`src/rtl/sb_pkg.sv`:
```
package sb_pkg;
  typedef enum logic [1:0] {
    SEQ_IDLE = 2'd0,
    SEQ_WR   = 2'd1,
    SEQ_RD   = 2'd2
  } seq_state_e;
endpackage

```
`src/rtl/sb_queue.sv`:
```
module sb_queue #(
  parameter int DEPTH  = 4,
  parameter int ADDR_W = 4,
  parameter int DATA_W = 8
) (
  input  logic                           clk_i,
  input  logic                           rst_ni,
  input  logic                           push_i,
  input  logic [ADDR_W-1:0]              push_addr_i,
  input  logic [DATA_W-1:0]              push_data_i,
  input  logic                           pop_i,
  output logic                           full_o,
  output logic                           empty_o,
  output logic [ADDR_W-1:0]              head_addr_o,
  output logic [DATA_W-1:0]              head_data_o,
  output logic [DEPTH-1:0]               slot_valid_o,
  output logic [DEPTH-1:0][ADDR_W-1:0]   slot_addr_o
);
  localparam int PTR_W = (DEPTH > 1) ? $clog2(DEPTH) : 1;
  localparam logic [PTR_W-1:0] LAST = PTR_W'(DEPTH - 1);

  logic [DEPTH-1:0][ADDR_W-1:0] addr_q;
  logic [DEPTH-1:0][DATA_W-1:0] data_q;
  logic [DEPTH-1:0]             valid_q;
  logic [PTR_W-1:0]             wr_ptr_q, rd_ptr_q;

  function automatic logic [PTR_W-1:0] ptr_inc(input logic [PTR_W-1:0] p);
    return (p == LAST) ? '0 : p + PTR_W'(1);
  endfunction

  always_ff @(posedge clk_i or negedge rst_ni) begin
    if (!rst_ni) begin
      addr_q   <= '0;
      data_q   <= '0;
      valid_q  <= '0;
      wr_ptr_q <= '0;
      rd_ptr_q <= '0;
    end else begin
      if (push_i) begin
        addr_q[wr_ptr_q]  <= push_addr_i;
        data_q[wr_ptr_q]  <= push_data_i;
        valid_q[wr_ptr_q] <= 1'b1;
        wr_ptr_q          <= ptr_inc(wr_ptr_q);
      end
      if (pop_i) begin
        valid_q[rd_ptr_q] <= 1'b0;
        rd_ptr_q          <= ptr_inc(rd_ptr_q);
      end
    end
  end

  assign full_o       = &valid_q;
  assign empty_o      = ~|valid_q;
  assign head_addr_o  = addr_q[rd_ptr_q];
  assign head_data_o  = data_q[rd_ptr_q];
  assign slot_valid_o = valid_q;
  assign slot_addr_o  = addr_q;
endmodule

```
`src/rtl/sb_match.sv`:
```
module sb_match #(
  parameter int DEPTH  = 4,
  parameter int ADDR_W = 4
) (
  input  logic [DEPTH-1:0]             slot_valid_i,
  input  logic [DEPTH-1:0][ADDR_W-1:0] slot_addr_i,
  input  logic [ADDR_W-1:0]            rd_addr_i,
  output logic                         hit_o
);
  logic [DEPTH-1:0] hit_vec;

  for (genvar g = 0; g < DEPTH; g++) begin : g_cmp
    assign hit_vec[g] = slot_valid_i[g] && (slot_addr_i[g] == rd_addr_i);
  end

  assign hit_o = |hit_vec;
endmodule

```
`src/rtl/sb_seq.sv`:
```
module sb_seq
  import sb_pkg::*;
#(
  parameter int ADDR_W = 4,
  parameter int DATA_W = 8
) (
  input  logic              clk_i,
  input  logic              rst_ni,
  input  logic              rd_req_i,
  input  logic              rd_hit_i,
  input  logic [ADDR_W-1:0] rd_addr_i,
  input  logic              q_empty_i,
  input  logic [ADDR_W-1:0] head_addr_i,
  input  logic [DATA_W-1:0] head_data_i,
  input  logic              mem_ack_i,
  output logic              mem_req_o,
  output logic              mem_we_o,
  output logic [ADDR_W-1:0] mem_addr_o,
  output logic [DATA_W-1:0] mem_wdata_o,
  output logic              pop_o,
  output logic              rd_done_o
);
  seq_state_e        state_q;
  logic [ADDR_W-1:0] addr_q;
  logic [DATA_W-1:0] data_q;

  always_ff @(posedge clk_i or negedge rst_ni) begin
    if (!rst_ni) begin
      state_q <= SEQ_IDLE;
      addr_q  <= '0;
      data_q  <= '0;
    end else begin
      unique case (state_q)
        SEQ_IDLE: begin
          // idle port: a clean read beats starting a drain
          if (rd_req_i && !rd_hit_i) begin
            state_q <= SEQ_RD;
            addr_q  <= rd_addr_i;
          end else if (!q_empty_i) begin
            state_q <= SEQ_WR;
            addr_q  <= head_addr_i;
            data_q  <= head_data_i;
          end
        end
        SEQ_WR, SEQ_RD: if (mem_ack_i) state_q <= SEQ_IDLE;
        default: state_q <= SEQ_IDLE;
      endcase
    end
  end

  assign mem_req_o   = (state_q != SEQ_IDLE);
  assign mem_we_o    = (state_q == SEQ_WR);
  assign mem_addr_o  = addr_q;
  assign mem_wdata_o = data_q;
  assign pop_o       = (state_q == SEQ_WR) && mem_ack_i;
  assign rd_done_o   = (state_q == SEQ_RD) && mem_ack_i;
endmodule

```
`src/rtl/sb_store_buffer.sv`:
```
module sb_store_buffer #(
  parameter int DEPTH  = 4,
  parameter int ADDR_W = 4,
  parameter int DATA_W = 8
) (
  input  logic              clk_i,
  input  logic              rst_ni,
  input  logic              cpu_req_i,
  input  logic              cpu_we_i,
  input  logic [ADDR_W-1:0] cpu_addr_i,
  input  logic [DATA_W-1:0] cpu_wdata_i,
  output logic              cpu_gnt_o,
  output logic [DATA_W-1:0] cpu_rdata_o,
  output logic              mem_req_o,
  output logic              mem_we_o,
  output logic [ADDR_W-1:0] mem_addr_o,
  output logic [DATA_W-1:0] mem_wdata_o,
  input  logic              mem_ack_i,
  input  logic [DATA_W-1:0] mem_rdata_i
);
  logic                         push, pop, q_full, q_empty, rd_hit, rd_done, rd_req;
  logic [ADDR_W-1:0]            head_addr;
  logic [DATA_W-1:0]            head_data;
  logic [DEPTH-1:0]             q_valid;
  logic [DEPTH-1:0][ADDR_W-1:0] q_addr;

  assign rd_req = cpu_req_i && !cpu_we_i;
  assign push   = cpu_req_i && cpu_we_i && !q_full;

  sb_queue #(.DEPTH(DEPTH), .ADDR_W(ADDR_W), .DATA_W(DATA_W)) u_queue (
    .clk_i, .rst_ni,
    .push_i(push), .push_addr_i(cpu_addr_i), .push_data_i(cpu_wdata_i),
    .pop_i(pop), .full_o(q_full), .empty_o(q_empty),
    .head_addr_o(head_addr), .head_data_o(head_data),
    .slot_valid_o(q_valid), .slot_addr_o(q_addr)
  );

  sb_match #(.DEPTH(DEPTH), .ADDR_W(ADDR_W)) u_match (
    .slot_valid_i(q_valid), .slot_addr_i(q_addr),
    .rd_addr_i(cpu_addr_i), .hit_o(rd_hit)
  );

  sb_seq #(.ADDR_W(ADDR_W), .DATA_W(DATA_W)) u_seq (
    .clk_i, .rst_ni,
    .rd_req_i(rd_req), .rd_hit_i(rd_hit), .rd_addr_i(cpu_addr_i),
    .q_empty_i(q_empty), .head_addr_i(head_addr), .head_data_i(head_data),
    .mem_ack_i, .mem_req_o, .mem_we_o, .mem_addr_o, .mem_wdata_o,
    .pop_o(pop), .rd_done_o(rd_done)
  );

  assign cpu_gnt_o   = cpu_we_i ? push : (rd_req && rd_done);
  assign cpu_rdata_o = mem_rdata_i;
endmodule

```
`config.mk`:
```
export PLATFORM = sky130hd
export DESIGN_NAME = sb_store_buffer
export DESIGN_NICKNAME = d
export VERILOG_FILES = /design/src/rtl/sb_pkg.sv /design/src/rtl/sb_queue.sv /design/src/rtl/sb_match.sv /design/src/rtl/sb_seq.sv /design/src/rtl/sb_store_buffer.sv
export SDC_FILE = /design/constraint.sdc
export NUM_CORES = 1
export LEC_CHECK = 0
export CAP_MARGIN = 20
export CORE_MARGIN = 2
export CORE_UTILIZATION = 35
export CTS_CLUSTER_SIZE = 12
export DETAILED_ROUTE_END_ITERATION = 10
export PLACE_DENSITY = 0.55
export RECOVER_POWER = 100
export SYNTH_ARGS = -nofsm -noshare
export SYNTH_HDL_FRONTEND = slang
export SYNTH_SLANG_ARGS = --single-unit
```
`constraint.sdc`:
```
create_clock -name clk_i -period 3.3 [get_ports clk_i]
set_input_delay 0.33 -clock clk_i [delete_from_list [all_inputs] [get_ports clk_i]]
set_output_delay 0.33 -clock clk_i [all_outputs]
set_load 0.02 [all_outputs]
```
==> flow_summary.yaml, run 1 <==
run_status:
  run_status: "finished, violations left"
  failing_checks: "max-capacitance violations, max-slew violations"
routing:
  antenna_violating_nets_post_route: 0
  drc_errors: 0
  initialDrtViolationCount: 117
  detail_route.vias_per_cell: 4.918
  route.detailed.wl_per_inst_um: 17.51
  routed-via-count: 2041
  drt_first_pass_iters: 4
  routed_wl_um: 7265
synth:
  syn_inst: 254
  synth_top_cell_area_share: 0.4914
  synthFlopType: "dfrtp_1"
  avgSynthCellArea_um2: 14.03
  synth-async-reset-ratio: 1.000
  synth.top_cells.by_count: "70 x dfrtp_1, 39 x mux2_2, 13 x nand2_1"
  synth_area_mm2: 0.003565
  netlist.top_cell.by_area: "dfrtp_1"
  ys_warn_count: 0
  synth_sequential_area_ratio: 0.4914
  synth_cell_types: 33
  synth_most_common_cell: "dfrtp_1"
  postSynthNetCount: 290
  ys_seq_elements: 70
  yosys-top-cells-area: "dfrtp_1 49%, mux2_2 12%, mux4_2 7.6%, ha_1 3.9%, mux2_1 3.8%"
  synth_enable_flop_cells: 0
place:
  hpwl_after_detailed_placement_um: 4695
  place.gp.congestion: 0.7379
  portBuffers: 31
clock_network:
  tritoncts_clock_tree: "built"
  post_cts_setup_bufs: 0
  path_clk_slew_ns: 0.07
  cts_max_path_buffers: 2
  cts_max_level: 3
  number_of_resized_instances_in_the_post_cts_repair_step: 0
  clk_latency_ns: 0.35
  cts_buffers: 9
  cts_root_buffer: "clkbuf_8"
  cts.hold.buffers_added: 0
  cts_sinks: 70
global_routing:
  grt_antenna_before_repair: 0
  grt_max_degree: 43
  grt_first_pass_wirelength_um: 11850
  grt_use_total: 0.1433
  globalRouteOverflowTotal: 0
  first_global_vias: 2123
timing:
  fmax_ghz: 0.3885
  fin_worst_skew_ns: 0.009180
  slew_at_the_pin_closest_to_its_max_slew_limit_ns: 2.353
  slew_viol_final: 43
  timing.final.setup_violations: 0
  timing_hold_violations_final: 0
  fin_hold_ws_ns: 0.4919
  rsz0062_at_grt: "no"
  timing.final.crit_period_ns: 2.574
  relSlewSlack: -0.5688
  fin_tns_setup_ns: 0
  finalCritPeriodShare: 0.7801
pwr:
  combinational_fraction_of_design_power: 0.408
  net-switching-power_mw: 1.382
  power.share.switching: 0.3511
  worst_vdd_rail_ir_drop_v: 0.0003634
  cell_internal_pwr_mw: 2.555
  ratio_of_total_power_to_cell_area_mw_per_mm2: 968.8
  clock_power_share: 0.173
  total_leakage_power_nw: 1.739
  seq_power_share: 0.419
layout:
  nets: 314
  num_antenna_cells: 0
  area_growth_pct: 14.00
  multi_input_comb_area_mm2: 0.001608
  fillers: 973
  drive_gt1_frac: 0.2624
  register_area_mm2: 0.001752
setup_path:
  crit_arrival_ns: 2.80
  worst-path-max-fanout: 12
  setup.worst_path.start_class: "primary input"
  worst_setup_path_end_kind: "flop"
  crit_type: "primary input to flop"
  crit_path_required_time_ns: 3.53
die:
  core.rowCount: 36
  coreArea_mm2: 0.009819
  fp.dieH_um: 104.9
  die-area_mm2: 0.01101
  ioPinCount: 48
  initial_core_util: 0.3630
  die_width_um: 104.9
run:
  maxCapViolations: 1
hold_path:
  hold_class: "flop to flop"
==> power by group through the flow <==
stage,combinational [mW],sequential [mW],clock [mW]
after floorplan,1.29,1.61,0
after global placement,1.73,1.67,0
after detailed placement,1.74,1.67,0
after CTS,1.75,1.66,0.698
after global routing,1.75,1.72,0.742
final,1.61,1.65,0.680
==> layout make-up <==
cell class | count | area share
Timing Repair Buffer | 35 | 0.07851
Sequential cell | 70 | 0.4310
Clock inverter | 4 | 0.01170
Clock buffer | 11 | 0.03479
Inverter | 8 | 0.007389
Multi-Input combinational cell | 154 | 0.3956
Tap cell | 133 | 0.04095
==> placed cells by master (no fill, tap or decap) <==
cell and instances:
dfrtp_1 70, a31oi_1 4, nand2_1 13, a21oi_1 5
nor4_4 1, mux2i_1 8, clkdlybuf4s50_1 13, nor2b_1 1
o21ai_0 7, o21ai_1 1, inv_1 8, o22ai_1 1
xor2_1 7, nor2_1 1, mux2_1 18, xnor2_1 7
nor3_1 1, a22oi_1 1, a31o_2 1, nand3_1 1
dlygate4sd3_1 17, clkbuf_8 10, a21o_1 5, ha_1 11
xor2_2 2, clkbuf_1 6, a41oi_1 1, nor3_4 1
mux4_2 12, bufinv_16 1, clkinv_2 2, clkinvlp_4 1
mux2_2 39, nor4_2 4, o21a_1 1
==> layer usage <==
metal	global-route usage	share of wire	vias up
met2	0.2101	0.44	38
li1	-	-	944
met4	0.04571	0.013	0
met3	0.04429	0.038	6
met5	0	0	-
met1	0.2026	0.51	1053
==> stage by stage <==
| step | instance area, um2 | cells | util | total power [mW] | setup slack (ns) |
|---|---|---|---|---|---|
| after floorplan | 3565 | 254 | - | 2.904 | 1.373 |
| after global placement | 3914 | 400 | 0.3986 | 3.397 | 0.3650 |
| after detailed placement | 3914 | 400 | 0.3986 | 3.407 | 0.3069 |
| after CTS | 4103 | 415 | 0.4178 | 4.102 | 0.6839 |
| after global routing | 4064 | 415 | 0.4139 | 4.213 | 0.4668 |
| final | 4064 | 415 | 0.4139 | 3.937 | 0.7258 |
==> cell families after synthesis <==
group                    Yosys count  synth area share
flip-flops                        70            0.4914
buffers and inverters             30           0.05125
XOR/XNOR                          16           0.04352
AO/OA/AOI/OAI                     27           0.04668
adder cells (fa/ha/maj)           11           0.03861
multiplexers                      77            0.2847
AND/OR/NAND/NOR                   23           0.04388
==> state kept, by name, summed over array words and instances, names as in the netlist <==
register              count
u_queue.slot_valid_o      4
u_queue.wr_ptr_q          2
u_queue.rd_ptr_q          2
u_seq.mem_addr_o          4
u_queue.data_q           32
u_seq.state_q             2
u_seq.mem_wdata_o         8
u_queue.slot_addr_o      16
==> worst max-delay path, stage by stage <==
cell,delay (ns)
dlygate4sd3_1,0.80
xnor2_1,0.17
nand3_1,0.09
o21ai_0,0.30
nor4_4,0.13
nor3_4,0.58
mux2_1,0.39
==> final timing paths <==
check / start / end / slack [ns] / depth (start not counted)
setup / recovery: cpu_addr_i[1] / u_seq.mem_wdata_o[3]$_DFFE_PN0P_ / 0.73 / 7
hold / removal: u_queue.data_q[22]$_DFFE_PN0P_ / u_queue.data_q[22]$_DFFE_PN0P_ / 0.49 / 1
setup reg to reg: u_queue.slot_valid_o[3]$_DFF_PN0_ / u_queue.slot_addr_o[10]$_DFFE_PN0P_ / 0.92 / 4
hold reg to reg: u_queue.data_q[22]$_DFFE_PN0P_ / u_queue.data_q[22]$_DFFE_PN0P_ / 0.49 / 1
max in group asynchronous: rst_ni / u_seq.mem_wdata_o[7]$_DFFE_PN0P_ / 0.97 / 2
min in group asynchronous: rst_ni / u_queue.data_q[21]$_DFFE_PN0P_ / 0.69 / 1
Note: power is estimated with default switching activity, not from simulation.
==> inputs of run 2 (changes only) <==
==> constraint.sdc (replaced) <==
create_clock -name clk_i -period 2.5 [get_ports clk_i]
set_input_delay 0.25 -clock clk_i [delete_from_list [all_inputs] [get_ports clk_i]]
set_output_delay 0.25 -clock clk_i [all_outputs]
set_load 0.02 [all_outputs]
==> run 2 against run 1 <==
The flow still finishes with violations (max-capacitance violations, max-slew violations). Clock power increased by 50%. Sequential share of layout area decreased by 1.2 points. Count of clock-buffer cells in the layout decreased by 1. Final cell count increased by 3.4%. Design area increased by 2.9%. Sequential power increased by 30%. Sequential cell count unchanged. Largest cell class unchanged.
==> flow_summary.yaml, run 2 (synthesized netlist as in run 1, its figures left out) <==
die:
  core.rowCount: 36
  coreArea_mm2: 0.009819
  fp.dieH_um: 104.9
  die-area_mm2: 0.01101
  initial_core_util: 0.3630
  die_width_um: 104.9
  ioPinCount: 48
pwr:
  worst_vdd_rail_ir_drop_v: 0.0005164
  combinational_fraction_of_design_power: 0.416
  net-switching-power_mw: 1.873
  seq_power_share: 0.396
  report.power.total_mw: 5.422
  ratio_of_total_power_to_cell_area_mw_per_mm2: 1297
  total_leakage_power_nw: 1.821
  clock_power_share: 0.188
  cell_internal_pwr_mw: 3.548
  power.share.switching: 0.3455
layout:
  area_growth_pct: 17.27
  nets: 327
  finalCoreUtilization: 0.4257
  layout_cell_area_excl_fill_mm2: 0.004180
  drive_gt1_frac: 0.3041
  commonest_non_fill_non_tap_cell_in_the_layout: "dfrtp_1"
  largest_reg_flops: 32
  fillers: 967
  num_antenna_cells: 0
  layout.cells.most_common_list: "70 x dfrtp_1, 39 x mux2_2, 16 x dlygate4sd3_1"
  largest_register: "u_queue.data_q"
timing:
  fin_worst_skew_ns: 0.007281
  timing_hold_violations_final: 0
  fmax_ghz: 0.4259
  rsz0062_at_grt: "no"
  slew_at_the_pin_closest_to_its_max_slew_limit_ns: 1.542
  timing.final.setup_violations: 0
  slew_viol_final: 27
  timing.final.crit_period_ns: 2.348
  fin_tns_setup_ns: 0
  finalCritPeriodShare: 0.9392
  relSlewSlack: -0.02774
  finalWorstSetupSlack_ns: 0.1520
routing:
  drt_first_pass_iters: 4
  route.detailed.wl_per_inst_um: 17.32
  met2_wirelength_um: 3334
  routed-via-count: 2116
  drc_errors: 0
  initialDrtViolationCount: 66
  dr_wl_met3_um: 324
  detail_route.vias_per_cell: 4.932
  m1WireLength_um: 3681
  uppermost_layer_routed: "met4"
  antenna_violating_nets_post_route: 0
  routed_wl_um: 7431
setup_path:
  worst-path-max-fanout: 7
  regToRegSetupSlack_ns: 0.35
  worstSetupEndpoint: "u_seq.mem_wdata_o[5]$_DFFE_PN0P_"
  setup.worst_path.start_class: "primary input"
  reg2reg_from: "u_queue.slot_addr_o[7]$_DFFE_PN0P_"
  crit_type: "primary input to flop"
  setup.worst_path.start: "cpu_addr_i[0]"
  critical_path.reg2reg.endpoint: "u_seq.mem_wdata_o[5]$_DFFE_PN0P_"
  path_depth_of_the_worst_reg2reg_path: 6
  crit_arrival_ns: 2.57
  crit_path_required_time_ns: 2.72
  worst_setup_path_end_kind: "flop"
clock_network:
  clk_latency_ns: 0.34
  number_of_resized_instances_in_the_post_cts_repair_step: 0
  cts_root_buffer: "clkbuf_8"
  tritoncts_clock_tree: "built"
  post_cts_setup_bufs: 0
  cts_buffers: 9
  path_clk_slew_ns: 0.07
  cts_sinks: 70
  cts_max_path_buffers: 2
  cts_max_level: 3
global_routing:
  grt_max_degree: 35
  first_global_vias: 2193
  grt_use_total: 0.1464
  globalRouteOverflowTotal: 0
  grt_antenna_before_repair: 0
  grt_first_pass_wirelength_um: 12230
place:
  cell_area_after_placement_mm2: 0.004016
  preCtsSetupSlack_ns: 0.05387
  hpwl_after_detailed_placement_um: 5031
  place.gp.congestion: 0.7568
  portBuffers: 31
run_status:
  failing_checks: "max-capacitance violations, max-slew violations"
  run_status: "finished, violations left"
hold_path:
  hold_class: "flop to flop"
run:
  maxCapViolations: 1
[run 2: cell type report]
cell class	count	area, um2	area share
clock buffer	10	127.6	0.03053
clock inverter	6	93.84	0.02245
inverter	8	30.03	0.007183
multi-input combinational	154	1602	0.3831
sequential	70	1752	0.4190
tap	133	166.4	0.03981
timing repair buffer	48	409.1	0.09787
[run 2: layer usage]
| layer | track usage | vias to the layer above |
|---|---|---|
| met1 | 0.2113 | 1088 |
| met2 | 0.2115 | 45 |
| met4 | 0.05429 | 0 |
| li1 | - | 973 |
| met5 | 0 | - |
| met3 | 0.03743 | 10 |
[run 2: how the worst min path moves through the flow]
stage / from / to / slack [ns] / cells after the start
after CTS: rst_ni / u_queue.data_q[21]$_DFFE_PN0P_ / 0.47 / 2
after global placement: rst_ni / u_queue.data_q[21]$_DFFE_PN0P_ / 0.31 / 1
after global routing: mem_rdata_i[0] / cpu_rdata_o[0] / 0.50 / 0
after floorplan: rst_ni / u_queue.data_q[0]$_DFFE_PN0P_ / -0.05 / 0
after detailed placement: rst_ni / u_queue.data_q[21]$_DFFE_PN0P_ / 0.31 / 1
final: u_queue.data_q[23]$_DFFE_PN0P_ / u_queue.data_q[23]$_DFFE_PN0P_ / 0.49 / 1
[run 2: repair_timing]
action / in CTS / in global routing
endpoints found under the hold margin: 24 / 0
hold buffers: 1 / 0
endpoints found under the setup margin: 0 / 0
[run 2: metrics by stage]
stage	hold slack, ns	cells
4_1_cts	0.4676	429
3_5_place_dp	0.3147	412
6_report	0.4900	429
2_1_floorplan	-0.04559	254
3_3_place_gp	0.3121	412
5_1_grt	0.5000	429
[run 2: power by group through the flow]
| stage | sequential [mW] | clock [mW] | combinational (mW) |
|---|---|---|---|
| after floorplan | 2.13 | 0 | 1.71 |
| after global placement | 2.17 | 0 | 2.40 |
| after detailed placement | 2.18 | 0 | 2.43 |
| after CTS | 2.16 | 1.06 | 2.43 |
| after global routing | 2.24 | 1.12 | 2.48 |
| final | 2.14 | 1.02 | 2.26 |
[run 2: critical path: stages]
cell	delay, ns
dlygate4sd3_1	0.75
xor2_1	0.14
nor4_1	0.45
nor4_4	0.11
nor3_1	0.31
clkbuf_2	0.25
mux2_4	0.31
